$ cat src/rtl/ecc32_pkg.sv
package ecc32_pkg;
  localparam int DATA_W = 32;
  localparam int CODE_W = 64;
  localparam int CHK_W  = 8;
  localparam int PAD_W  = CODE_W - DATA_W;

  typedef logic [CODE_W-1:0][CHK_W-1:0] col_tab_t;

  // Odd-weight columns: all weight-3 values ascending, then weight-5 values.
  function automatic col_tab_t build_cols();
    col_tab_t t;
    int n;
    t = '0;
    n = 0;
    for (int w = 3; w <= 5; w += 2) begin
      for (int v = 0; v < (1 << CHK_W); v++) begin
        if ($countones(v[CHK_W-1:0]) == w && n < CODE_W) begin
          t[n] = v[CHK_W-1:0];
          n++;
        end
      end
    end
    return t;
  endfunction

  localparam col_tab_t H_COLS = build_cols();

  function automatic logic [CODE_W-1:0] pad_word(input logic [DATA_W-1:0] d);
    return {{PAD_W{1'b0}}, d};
  endfunction

  function automatic logic [CHK_W-1:0] encode64(input logic [CODE_W-1:0] d);
    logic [CHK_W-1:0] c;
    c = '0;
    for (int i = 0; i < CODE_W; i++) begin
      if (d[i]) c = c ^ H_COLS[i];
    end
    return c;
  endfunction
endpackage

$ cat src/rtl/ecc32_encoder.sv
module ecc32_encoder
  import ecc32_pkg::*;
(
  input  logic              active,
  input  logic [DATA_W-1:0] data,
  output logic [CHK_W-1:0]  check
);
  always_comb begin
    check = active ? encode64(pad_word(data)) : '0;
  end
endmodule

$ cat src/rtl/ecc32_decoder.sv
module ecc32_decoder
  import ecc32_pkg::*;
(
  input  logic              active,
  input  logic [DATA_W-1:0] data,
  input  logic [CHK_W-1:0]  check,
  output logic [CHK_W-1:0]  syndrome,
  output logic [DATA_W-1:0] fixed,
  output logic              single,
  output logic              multi,
  output logic              syn_nonzero
);
  logic [DATA_W-1:0] flip;
  logic              check_hit;
  logic              correctable;

  always_comb begin
    syndrome = active ? (check ^ encode64(pad_word(data))) : '0;
    flip = '0;
    // Only the real (lower) data columns are correctable; padded ones are not.
    for (int i = 0; i < DATA_W; i++) begin
      if (syndrome == H_COLS[i]) flip[i] = 1'b1;
    end
    check_hit   = ($countones(syndrome) == 1);
    correctable = (|flip) | check_hit;
    syn_nonzero = (syndrome != '0);
    single      = syn_nonzero & correctable;
    multi       = syn_nonzero & ~correctable;
    fixed       = data ^ flip;
  end
endmodule

$ cat src/rtl/ecc32_status.sv
module ecc32_status
  import ecc32_pkg::*;
(
  input  logic             clk,
  input  logic             rst_n,
  input  logic             clr,
  input  logic             err_evt,
  input  logic             err_is_multi,
  input  logic [CHK_W-1:0] err_syn,
  output logic             stat_valid,
  output logic [CHK_W-1:0] stat_syndrome,
  output logic             stat_multi
);
  always_ff @(posedge clk or negedge rst_n) begin
    if (!rst_n) begin
      stat_valid    <= 1'b0;
      stat_syndrome <= '0;
      stat_multi    <= 1'b0;
    end else if (clr) begin
      stat_valid    <= 1'b0;
      stat_syndrome <= '0;
      stat_multi    <= 1'b0;
    end else if (err_evt && !stat_valid) begin
      stat_valid    <= 1'b1;
      stat_syndrome <= err_syn;
      stat_multi    <= err_is_multi;
    end
  end
endmodule

$ cat src/rtl/ecc32_secded.sv
module ecc32_secded
  import ecc32_pkg::*;
(
  input  logic              clk,
  input  logic              rst_n,
  input  logic              ecc_en,
  input  logic              mode16,
  input  logic [DATA_W-1:0] wr_data,
  output logic [CHK_W-1:0]  wr_check,
  input  logic              rd_valid_in,
  input  logic [DATA_W-1:0] rd_data,
  input  logic [CHK_W-1:0]  rd_check,
  input  logic              clr_status,
  output logic              rd_valid_out,
  output logic [DATA_W-1:0] rd_data_out,
  output logic              err_single,
  output logic              err_multi,
  output logic [CHK_W-1:0]  syndrome_out,
  output logic              stat_valid,
  output logic [CHK_W-1:0]  stat_syndrome,
  output logic              stat_multi
);
  logic              prot_active;
  logic [CHK_W-1:0]  dec_syn;
  logic [DATA_W-1:0] dec_fixed;
  logic              dec_single;
  logic              dec_multi;
  logic              dec_syn_nonzero;
  logic              read_err_evt;

  assign prot_active  = ecc_en & ~mode16;
  assign read_err_evt = rd_valid_in & (dec_single | dec_multi);

  ecc32_encoder u_enc (
    .active (prot_active),
    .data   (wr_data),
    .check  (wr_check)
  );

  ecc32_decoder u_dec (
    .active      (prot_active),
    .data        (rd_data),
    .check       (rd_check),
    .syndrome    (dec_syn),
    .fixed       (dec_fixed),
    .single      (dec_single),
    .multi       (dec_multi),
    .syn_nonzero (dec_syn_nonzero)
  );

  always_ff @(posedge clk or negedge rst_n) begin
    if (!rst_n) begin
      rd_valid_out <= 1'b0;
      rd_data_out  <= '0;
      err_single   <= 1'b0;
      err_multi    <= 1'b0;
      syndrome_out <= '0;
    end else begin
      rd_valid_out <= rd_valid_in;
      err_single   <= rd_valid_in & dec_single;
      err_multi    <= rd_valid_in & dec_multi;
      if (rd_valid_in) begin
        rd_data_out  <= dec_fixed;
        syndrome_out <= dec_syn;
      end
    end
  end

  ecc32_status u_stat (
    .clk           (clk),
    .rst_n         (rst_n),
    .clr           (clr_status),
    .err_evt       (read_err_evt),
    .err_is_multi  (dec_multi),
    .err_syn       (dec_syn),
    .stat_valid    (stat_valid),
    .stat_syndrome (stat_syndrome),
    .stat_multi    (stat_multi)
  );
endmodule

$ cat config.mk
export PLATFORM = sky130hd
export DESIGN_NAME = ecc32_secded
export DESIGN_NICKNAME = d
export VERILOG_FILES = /design/src/rtl/ecc32_pkg.sv /design/src/rtl/ecc32_encoder.sv /design/src/rtl/ecc32_decoder.sv /design/src/rtl/ecc32_status.sv /design/src/rtl/ecc32_secded.sv
export SDC_FILE = /design/constraint.sdc
export NUM_CORES = 1
export LEC_CHECK = 0
export BUFFER_PORTS_ARGS = -buffer_cell sky130_fd_sc_hd__buf_2
export CELL_PAD_IN_SITES_DETAIL_PLACEMENT = 1
export CELL_PAD_IN_SITES_GLOBAL_PLACEMENT = 2
export CORE_MARGIN = 2
export CORE_UTILIZATION = 33
export CTS_CLUSTER_SIZE = 20
export DETAILED_ROUTE_END_ITERATION = 8
export PLACE_DENSITY_LB_ADDON = 0.3
export SLEW_MARGIN = 40
export SYNTH_ARGS = -nofsm -noshare
export SYNTH_HDL_FRONTEND = slang
export SYNTH_SLANG_ARGS = --single-unit
export TNS_END_PERCENT = 50
$ cat constraint.sdc
create_clock -name clk -period 1.95 [get_ports clk]
set_input_delay 0.2925 -clock clk [delete_from_list [all_inputs] [get_ports clk]]
set_output_delay 0.2925 -clock clk [all_outputs]
set_load 0.02 [all_outputs]
# Yosys cells after proc, flatten, opt, wreduce, memory -nomap -nowiden
# Cells that the tools add are included.
# op_classes
add_sub_neg	7
mul	0
n_div	0
order_cmp	0
eq_ne	33
shifts	0
mux	104
n_bitwise	74
reduce_logical	5
# ops
operator	n
7-bit 2-to-1 mux	25
3-bit inverter	54
6-bit 2-to-1 mux	20
32-bit adder	3
8-bit by 7-bit == test with 1-bit output, second input constant	12
8-bit by 6-bit == test with 1-bit output, second input constant	10
5-bit 2-to-1 mux	12
8-bit by 5-bit == test with 1-bit output, second input constant	6
1-bit 2-to-1 mux	36
32-bit by 2-bit == test with 1-bit output, second input constant	1
32-bit OR reduction	1
32-bit bitwise XOR	1
8-bit by 4-bit == test with 1-bit output, second input constant	3
4-bit 2-to-1 mux	6
8-bit 2-to-1 mux	3
2-bit inverter with 3-bit output	8
1-bit by 1-bit adder with 2-bit output	4
8-bit by 3-bit == test with 1-bit output, second input constant	1
8-bit nonzero test	1
8-bit by 7-bit bitwise XOR with 8-bit output	1
1-bit bitwise AND	6
3-bit 2-to-1 mux	2
1-bit inverter	2
1-bit bitwise OR	2
other kinds (3)	3
# word_totals
register_bits	53
latchBits	0
ram_bits	0
romBits	0
output_inout_bits	61
wordCells	231
mem_count	0

# Logic depth before layout (Yosys ltp)
# Gate-level depths: netlist of the first run.
# logic_depth
depth_word	77
ltp_mapped	18
ltp_nobuf	18

# Cells and area by module
# A second synthesis of the first run with hierarchy kept.
# unflattened
cells_unflattened	425
hier_area_um2	5066.1
# modules_own_cells
mod	instances	cells_per_inst	area_per_inst_um2
ecc32_decoder	1	229	2054.5
ecc32_secded	1	92	1774.2
ecc32_encoder	1	61	745.7
ecc32_status	1	43	491.7

# Least setup slack after synthesis of the first run
# No wires, ideal clock.
# synth_path
path_type	input to register
start	input rd_data[21]
end	register u_stat.stat_multi
setup_time_ns	0.073
arrival_ns	4.138
slack_ns	-2.261
path_stages	17
cell_sequence	xnor2_1 xnor2_1 xnor2_2 xnor3_1 nor2_1 ha_1 inv_1 fa_1 fa_1 inv_1 ha_1 fa_1 nor4b_1 nor4_1 nand3_1 o31ai_1 nor2b_1
# synth_between
word_cells_on_any_way	106
classes_between	6 x add/sub; 33 x eq/ne; 46 x mux; 17 x bitwise; 4 x reduce/logical
# synth_lines
item	line_no	text
from (decl)	ecc32_secded.sv:11	input logic [DATA_W-1:0] rd_data,
7-bit 2-to-1 mux *	ecc32_pkg.sv:36	if (d[i]) c = c ^ H_COLS[i];
3-bit inverter (no source line)	n/a	
7-bit 2-to-1 mux * (3 in series)	ecc32_pkg.sv:36	
3-bit inverter (no source line)	n/a	
7-bit 2-to-1 mux * (3 in series)	ecc32_pkg.sv:36	
3-bit inverter (no source line)	n/a	
7-bit 2-to-1 mux * (4 in series)	ecc32_pkg.sv:36	
8-bit by 7-bit bitwise XOR with 8-bit output *	ecc32_decoder.sv:18	syndrome = active ? (check ^ encode64(pad_word(data))) : '0;
[1 not listed]	n/a	
net dec_syn[2]	ecc32_secded.sv:24	logic [CHK_W-1:0] dec_syn;
[3 not listed]	n/a	
32-bit by 2-bit == test with 1-bit output	ecc32_decoder.sv:24	check_hit = ($countones(syndrome) == 1);
1-bit bitwise OR	ecc32_decoder.sv:25	correctable = (|flip) | check_hit;
1-bit inverter	ecc32_decoder.sv:28	multi = syn_nonzero & ~correctable;
1-bit bitwise AND	ecc32_decoder.sv:28	
1-bit bitwise OR	ecc32_secded.sv:32	assign read_err_evt = rd_valid_in & (dec_single | dec_multi);
1-bit bitwise AND	ecc32_secded.sv:32	
1-bit logical AND	ecc32_status.sv:23	end else if (err_evt && !stat_valid) begin
2-bit nonzero test (no source line)	n/a	
to (signal assigned)	ecc32_status.sv:26	stat_multi <= err_is_multi;
to (decl)	ecc32_status.sv:12	output logic stat_multi
# Mark *: on every way through the listed nets, which the timed path passes. The rest lies on a longest branch. The select of a mux whose other input is x is not followed.
# A chain may end at the register's enable or synchronous reset.

# Worst setup path after layout of the first run
# layout_path
start	input rd_data[13]
end	register u_stat.stat_multi
# layout_between
word_cells_on_any_way	119
classes_between	6 x add/sub; 33 x eq/ne; 54 x mux; 22 x bitwise; 4 x reduce/logical
# layout_lines
item	line_no
6-bit 2-to-1 mux *	ecc32_pkg.sv:36
3-bit inverter (no source line)	n/a
6-bit 2-to-1 mux *	ecc32_pkg.sv:36
3-bit inverter (no source line)	n/a
6-bit 2-to-1 mux * (4 in series)	ecc32_pkg.sv:36
3-bit inverter (no source line)	n/a
6-bit 2-to-1 mux *	ecc32_pkg.sv:36
7-bit 2-to-1 mux * (3 in series)	ecc32_pkg.sv:36
[15 not listed]	n/a
net dec_syn[3]	ecc32_secded.sv:24
[3 not listed]	n/a
32-bit by 2-bit == test with 1-bit output	ecc32_decoder.sv:24
1-bit bitwise OR	ecc32_decoder.sv:25
1-bit inverter	ecc32_decoder.sv:28
1-bit bitwise AND	ecc32_decoder.sv:28
1-bit bitwise OR	ecc32_secded.sv:32
1-bit bitwise AND	ecc32_secded.sv:32
1-bit logical AND	ecc32_status.sv:23
2-bit nonzero test (no source line)	n/a
# Marks and branches as above.

==> results.ini, run 1 <==
[clocking]
cts_buffer_depth = 2
cts.htree.levels = 2
cts_buffers = 5
clk_latency_ns = 0.31
clk_pin_slew_worst_paths_ns = 0.07
cts_tree = yes
numClockSinks = 53
clock_tree.root_cell = clkbuf_16

[synth]
synth_edf_count = 0
ys_async_sr_fraction = 1.000
syn-num-nets = 574
synth.most_common_cell = xnor2_1
ys_ff_latch = 53
synthXorXnorAreaFrac = 0.3536
syn_inst = 475
muxShareOfSynthArea = 0.02149
synth_largest_area_cell = dfrtp_1
synth_area_leaders = dfrtp_1 30%, xnor2_1 25%, xor2_1 8.2%
syn_avg_cell_area_sq_um = 9.193
synth_common_cells = 123 x xnor2_1, 53 x dfrtp_1, 53 x nor2_1, 41 x xor2_1, 35 x a21oi_1
yosysSeqAreaShare = 0.3037
synth_simple_gate_area_frac = 0.1261
yosysTopAreaCellShare = 0.3037
synth_top_family_by_area = XOR/XNOR gates
yosys_most_used_dff = dfrtp_1
synth_cell_type_count = 44
netlist_area_sq_mm = 0.004367
synth_compound_area_frac = 0.08739
ys_warn_count = 0
synthAdderAreaFrac = 0.06705

[floorplan]
core_region_area_sq_mm = 0.01309
io_pins = 139
die_area_sq_mm = 0.01417
start_util = 0.3337
rows = 42
die_h_um = 119.0
dieWidth_um = 119.0

[routing]
drc_errors = 0
drt_iter0_markers = 216
ant_nets = 0
routed_wl_um = 18950
vias = 4526
wire_per_inst_um = 20.33
avgViaCountPerCell = 4.856
first_pass_iters = 4

[pwr]
total_power_mw = 7.063
ir_worst_vdd_uv = 571.5
power_density_mw_per_mm2 = 911.0
leakage_nw = 3.512

[placement]
port-buffer-count = 137
post-place-ws_ns = -2.568
dpl.hpwl_um = 12650
place.gp.congestion = 0.9066

[critical_path]
worstPathArrival_ns = 4.40
r2r_start = u_stat.stat_valid
worst-endpoint-required_ns = 2.20
r2r-end = u_stat.stat_syndrome[0]
cp-start-kind = primary input
crit_path_max_fanout = 4
worstRegToRegCells = 3
critPathKind = primary input to flip-flop
worstSetupEndpointType = flip-flop
reg2reg_slack_ns = 0.64

[global_routing]
gr-usage-all-layers = 0.2444
grt_util_met3 = 0.03975
overflow = 0
grt_pass1_vias = 4897
antenna_found_initial = 0
met1_usage = 0.2948
grt_pass1_wl_um = 26610
top_usage_layer = met2
grt_max_degree = 75
use_met2 = 0.4425

[timing]
worst_slew_margin_rel = 0.6270
slew_viol_final = 0
rsz0062_at_grt = yes
finalSetupViolCount = 47
tightest_slew_ns = 0.5594
finalCritPeriodShare = 2.131
layout_setup_ws_ns = -2.206
fmax_mhz = 240.6
clock_skew_ns = 0.002563
period_needed_ns = 4.156
hold_violations = 0
timing.hold.ws_ns = 0.2985

[hold_path]
min_from = clr_status
hold_depth = 2
min_path_type = primary input to flip-flop
hold_end = u_stat.stat_valid

[cells_and_area]
post-route-util = 0.5925
insertedDiodeCount = 0
final_nets = 854
synthToLayoutAreaGrowth_pct = 77.54
drive_gt1_frac = 0.5860

[flow_run]
drv_cap = 0

[outcome]
violations = negative setup slack
status = finished, violations left

## routing by layer
| layer | vias to the layer above | share of wire | wire, um |
|---|---|---|---|
| met5 | - | 0 | 0 |
| met4 | 0 | 0.021 | 403 |
| met3 | 25 | 0.039 | 747 |
| met2 | 148 | 0.54 | 10190 |
| li1 | 2108 | - | - |
| met1 | 2245 | 0.40 | 7613 |
## cell type report
type	count	area, sq um
repair buffers	297	2090
multi-input cells	379	3845
well taps	176	220.2
flip-flops and latches	53	1326
clock inverters	3	65.06
clock buffers	5	125.1
fillers	1507	5333
inverters	19	81.33
## worst max-delay path by stage
stage / to / start / cells past startpoint / slack [ns]
finish: u_stat.stat_multi / rd_data[13] / 19 / -2.21
detailed placement: u_stat.stat_multi / rd_data[24] / 20 / -2.57
CTS: u_stat.stat_multi / rd_data[9] / 21 / -2.08
global placement: u_stat.stat_multi / rd_data[31] / 20 / -2.44
floorplan: u_stat.stat_multi / rd_data[3] / 17 / -1.98
global route: u_stat.stat_multi / rd_data[13] / 19 / -2.33
## flip-flops by register name, indices dropped and copies added, names as in the netlist
name,count
err_multi,1
err_single,1
rd_data_out,32
rd_valid_out,1
syndrome_out,8
u_stat.stat_multi,1
u_stat.stat_syndrome,8
u_stat.stat_valid,1
## cells by family (layout without fill, tap and decap cells)
group	Yosys count	count (layout)
buffers and inverters	43	324
multiplexers	8	8
other	1	1
AND/OR/NAND/NOR	116	116
AO/OA/AOI/OAI	64	64
adder cells (fa/ha/maj)	21	21
XOR/XNOR	169	169
flip-flops	53	53
## layout by cell type (no fill, tap or decap), types with 6 or more instances in the layout
| master | instances |
|---|---|
| buf_4 | 131 |
| xor2_2 | 11 |
| nor2_2 | 8 |
| xor2_1 | 26 |
| xnor2_4 | 9 |
| nor2_1 | 41 |
| dfrtp_1 | 53 |
| nand4_1 | 22 |
| buf_2 | 126 |
| a22o_1 | 10 |
| mux2_2 | 6 |
| ha_4 | 16 |
| inv_1 | 8 |
| xnor2_2 | 36 |
| inv_2 | 7 |
| buf_6 | 32 |
| a21oi_1 | 29 |
| xnor2_1 | 79 |
| a21oi_2 | 6 |
| nand2_1 | 13 |
## timing repair
action,CTS,global route
hold endpoints to repair,20,0
resized for setup,76,119
pin swaps,54,63
endpoints found under the setup margin,48,49
setup buffers,25,35
hold buffers,1,0
## metrics by stage
stage / instance area [sq um] / setup TNS [ns] / instances
floorplan: 4633 / -20.09 / 475
global placement: 6228 / -54.66 / 879
detailed placement: 6228 / -56.71 / 879
CTS: 6967 / -37.86 / 912
global route: 7752 / -48.92 / 932
finish: 7752 / -44.62 / 932
## where the power goes
group	switching [mW]	leakage, nW	internal [mW]
clock network	0.454	0.0938	0.735
logic	2.23	2.78	2.32
registers	0.0822	0.640	1.24
total	2.77	3.51	4.30
## critical path: stages
cell and delay (ns):
buf_2 0.16, xor2_2 0.21, xnor2_1 0.37, xnor2_2 0.15, xnor2_2 0.23, nand2_2 0.15
inv_2 0.12, ha_4 0.16, inv_4 0.04, fa_1 0.47, fa_1 0.53, inv_2 0.05
ha_4 0.16, fa_1 0.53, nor4b_4 0.07, nor4_2 0.15, nand3_1 0.16, o31ai_1 0.22
nor2b_2 0.17
Note: power is estimated with default switching activity, not from simulation.
==> run 2: changes to the inputs <==
CORE_ASPECT_RATIO = 0.6   (was not set)
==> run 2 against run 1 <==
  * The flow still finishes with violations (negative setup slack)
  * Count of clock-buffer cells in the layout did not move
  * Combinational power down 7.7%
  * Non-clock buffer count is 7 lower
  * Design area shrank 4.5%
  * Clock power shrank 13%
  * Critical endpoint unchanged
  * Largest cell class unchanged
==> results.ini, run 2 (same netlist as run 1, synthesis figures left out) <==
[timing]
tightest_slew_ns = 0.5651
layout_setup_ws_ns = -2.230
hold_violations = 0
worst_slew_margin_rel = 0.6232
clock_skew_ns = 0.002989
finalCritPeriodShare = 2.144
period_needed_ns = 4.180
finalSetupViolCount = 49
fmax_mhz = 239.2
slew_viol_final = 0
rsz0062_at_grt = yes

[floorplan]
core_region_area_sq_mm = 0.01289
io_pins = 139
die_h_um = 93.11
start_util = 0.3387
rows = 32
die_area_sq_mm = 0.01420
dieWidth_um = 152.5

[cells_and_area]
synthToLayoutAreaGrowth_pct = 69.63
drive_gt1_frac = 0.5455
top_regs = rd_data_out (32), syndrome_out (8), u_stat.stat_syndrome (8)
final_cell_mix = 131 x buf_4, 121 x buf_2, 87 x xnor2_1
regMostFlops = rd_data_out
insertedDiodeCount = 0
final_cells = 918
post-route-util = 0.5745
final_nets = 847
largest_reg_flops = 32
final_common_cell = buf_4

[hold_path]
min_path_type = primary input to flip-flop

[clocking]
cts_tree = yes
clk_latency_ns = 0.30
numClockSinks = 53
clock_tree.root_cell = clkbuf_16
cts_buffers = 5
clk_pin_slew_worst_paths_ns = 0.07
cts_buffer_depth = 2
cts.htree.levels = 2

[pwr]
p_clk_frac = 0.158
total_power_mw = 6.560
seq_power_share = 0.202
p_int_mw = 3.902
ir_worst_vdd_uv = 386.6
p_switching_mw = 2.658
p_comb_frac = 0.640
switching_share = 0.4052
leakage_nw = 3.371
power_density_mw_per_mm2 = 885.6

[outcome]
status = finished, violations left
violations = negative setup slack

[critical_path]
worst-endpoint-required_ns = 2.17
crit_path_max_fanout = 4
worstPathArrival_ns = 4.40
cp-start-kind = primary input
critPathKind = primary input to flip-flop
worstSetupEndpointType = flip-flop

[placement]
post-place-ws_ns = -2.679
place.gp.congestion = 0.8796
dp.cells = 878
dpl.hpwl_um = 13530
port-buffer-count = 137

[routing]
drc_errors = 0
avgViaCountPerCell = 5.013
vias = 4602
drt_iter0_markers = 275
ant_nets = 0
routed_wl_um = 20470
first_pass_iters = 4
wire_per_inst_um = 22.29

[flow_run]
drv_cap = 0

[global_routing]
grt_pass1_vias = 4744
top_usage_layer = met2
overflow = 0
use_met2 = 0.3971
gr-usage-all-layers = 0.2522
met1_usage = 0.3739
antenna_found_initial = 0
grt_max_degree = 75
grt_pass1_wl_um = 27710
grt_util_met3 = 0.04310

==> run 2: cell count changes in the layout (fill, tap and decap cells not counted), sizes merged <==
cell	previous run	this run
buf	294	287
bufinv	2	1
==> run 2: worst paths after layout <==
| check | start | endpoint | slack (ns) | depth (start not counted) |
|---|---|---|---|---|
| worst max-delay path | rd_data[19] | u_stat.stat_multi | -2.23 | 20 |
| worst min-delay path | clr_status | u_stat.stat_syndrome[7] | 0.33 | 2 |
| worst max register to register | u_stat.stat_valid | u_stat.stat_multi | 0.58 | 4 |
| worst min register to register | u_stat.stat_syndrome[0] | u_stat.stat_syndrome[0] | 0.49 | 2 |
| max in group asynchronous | rst_n | rd_data_out[6] | 0.78 | 3 |
| min in group asynchronous | rst_n | u_stat.stat_syndrome[2] | 0.51 | 2 |
==> run 2: critical path: stages <==
cell	delay [ns]
buf_2	0.13
buf_4	0.15
xnor2_2	0.27
xnor2_2	0.11
xnor2_1	0.28
xnor2_2	0.18
nand2_2	0.18
inv_2	0.13
ha_4	0.15
inv_2	0.03
fa_1	0.48
fa_1	0.51
inv_1	0.05
ha_2	0.18
fa_1	0.50
nor4b_2	0.06
nor4_1	0.16
nand3_1	0.13
o31ai_1	0.21
nor2b_1	0.20
==> run 2: cell type report <==
cell class                 count  area [sq um]
clock buffer                   5         125.1
clock inverter                 2         35.03
fill                        1452          5485
inverter                      19         76.32
multi-input combinational    379          3602
sequential                    53          1326
tap                          170         212.7
timing repair buffer         290          2029
==> run 2: stage by stage <==
| stage | hold WS, ns | TNS [ns] | cell area [sq um] |
|---|---|---|---|
| final | 0.3309 | -45.00 | 7407 |
| after global routing | 0.3303 | -48.15 | 7407 |
| after CTS | 0.3000 | -37.68 | 6832 |
| after detailed placement | 0.2878 | -55.33 | 6259 |
| after global placement | 0.2938 | -53.99 | 6259 |
| after floorplan | -0.003091 | -20.09 | 4633 |
==> run 2: layer usage <==
layer | share of wire | up-vias
met3 | 0.050 | 36
met1 | 0.45 | 2297
met5 | 0 | -
li1 | - | 2103
met4 | 0.023 | 0
met2 | 0.47 | 166
==> run 2: power groups by stage <==
stage                     Combinational [mW]  Clock, mW  Sequential (mW)
after floorplan                         1.71          0             1.50
after global placement                  3.13          0             1.32
after detailed placement                3.22          0             1.33
after CTS                               3.61       1.05             1.31
after global routing                    4.40       1.10             1.34
final                                   4.20       1.04             1.32
==> run 2: what timing repair did <==
action / in CTS / in global routing
endpoints found under the setup margin: 45 / 49
setup buffers: 18 / 17
gates resized for setup: 56 / 95
hold endpoints to repair: 20 / 0
pin swaps: 30 / 37
hold buffers: 1 / 0
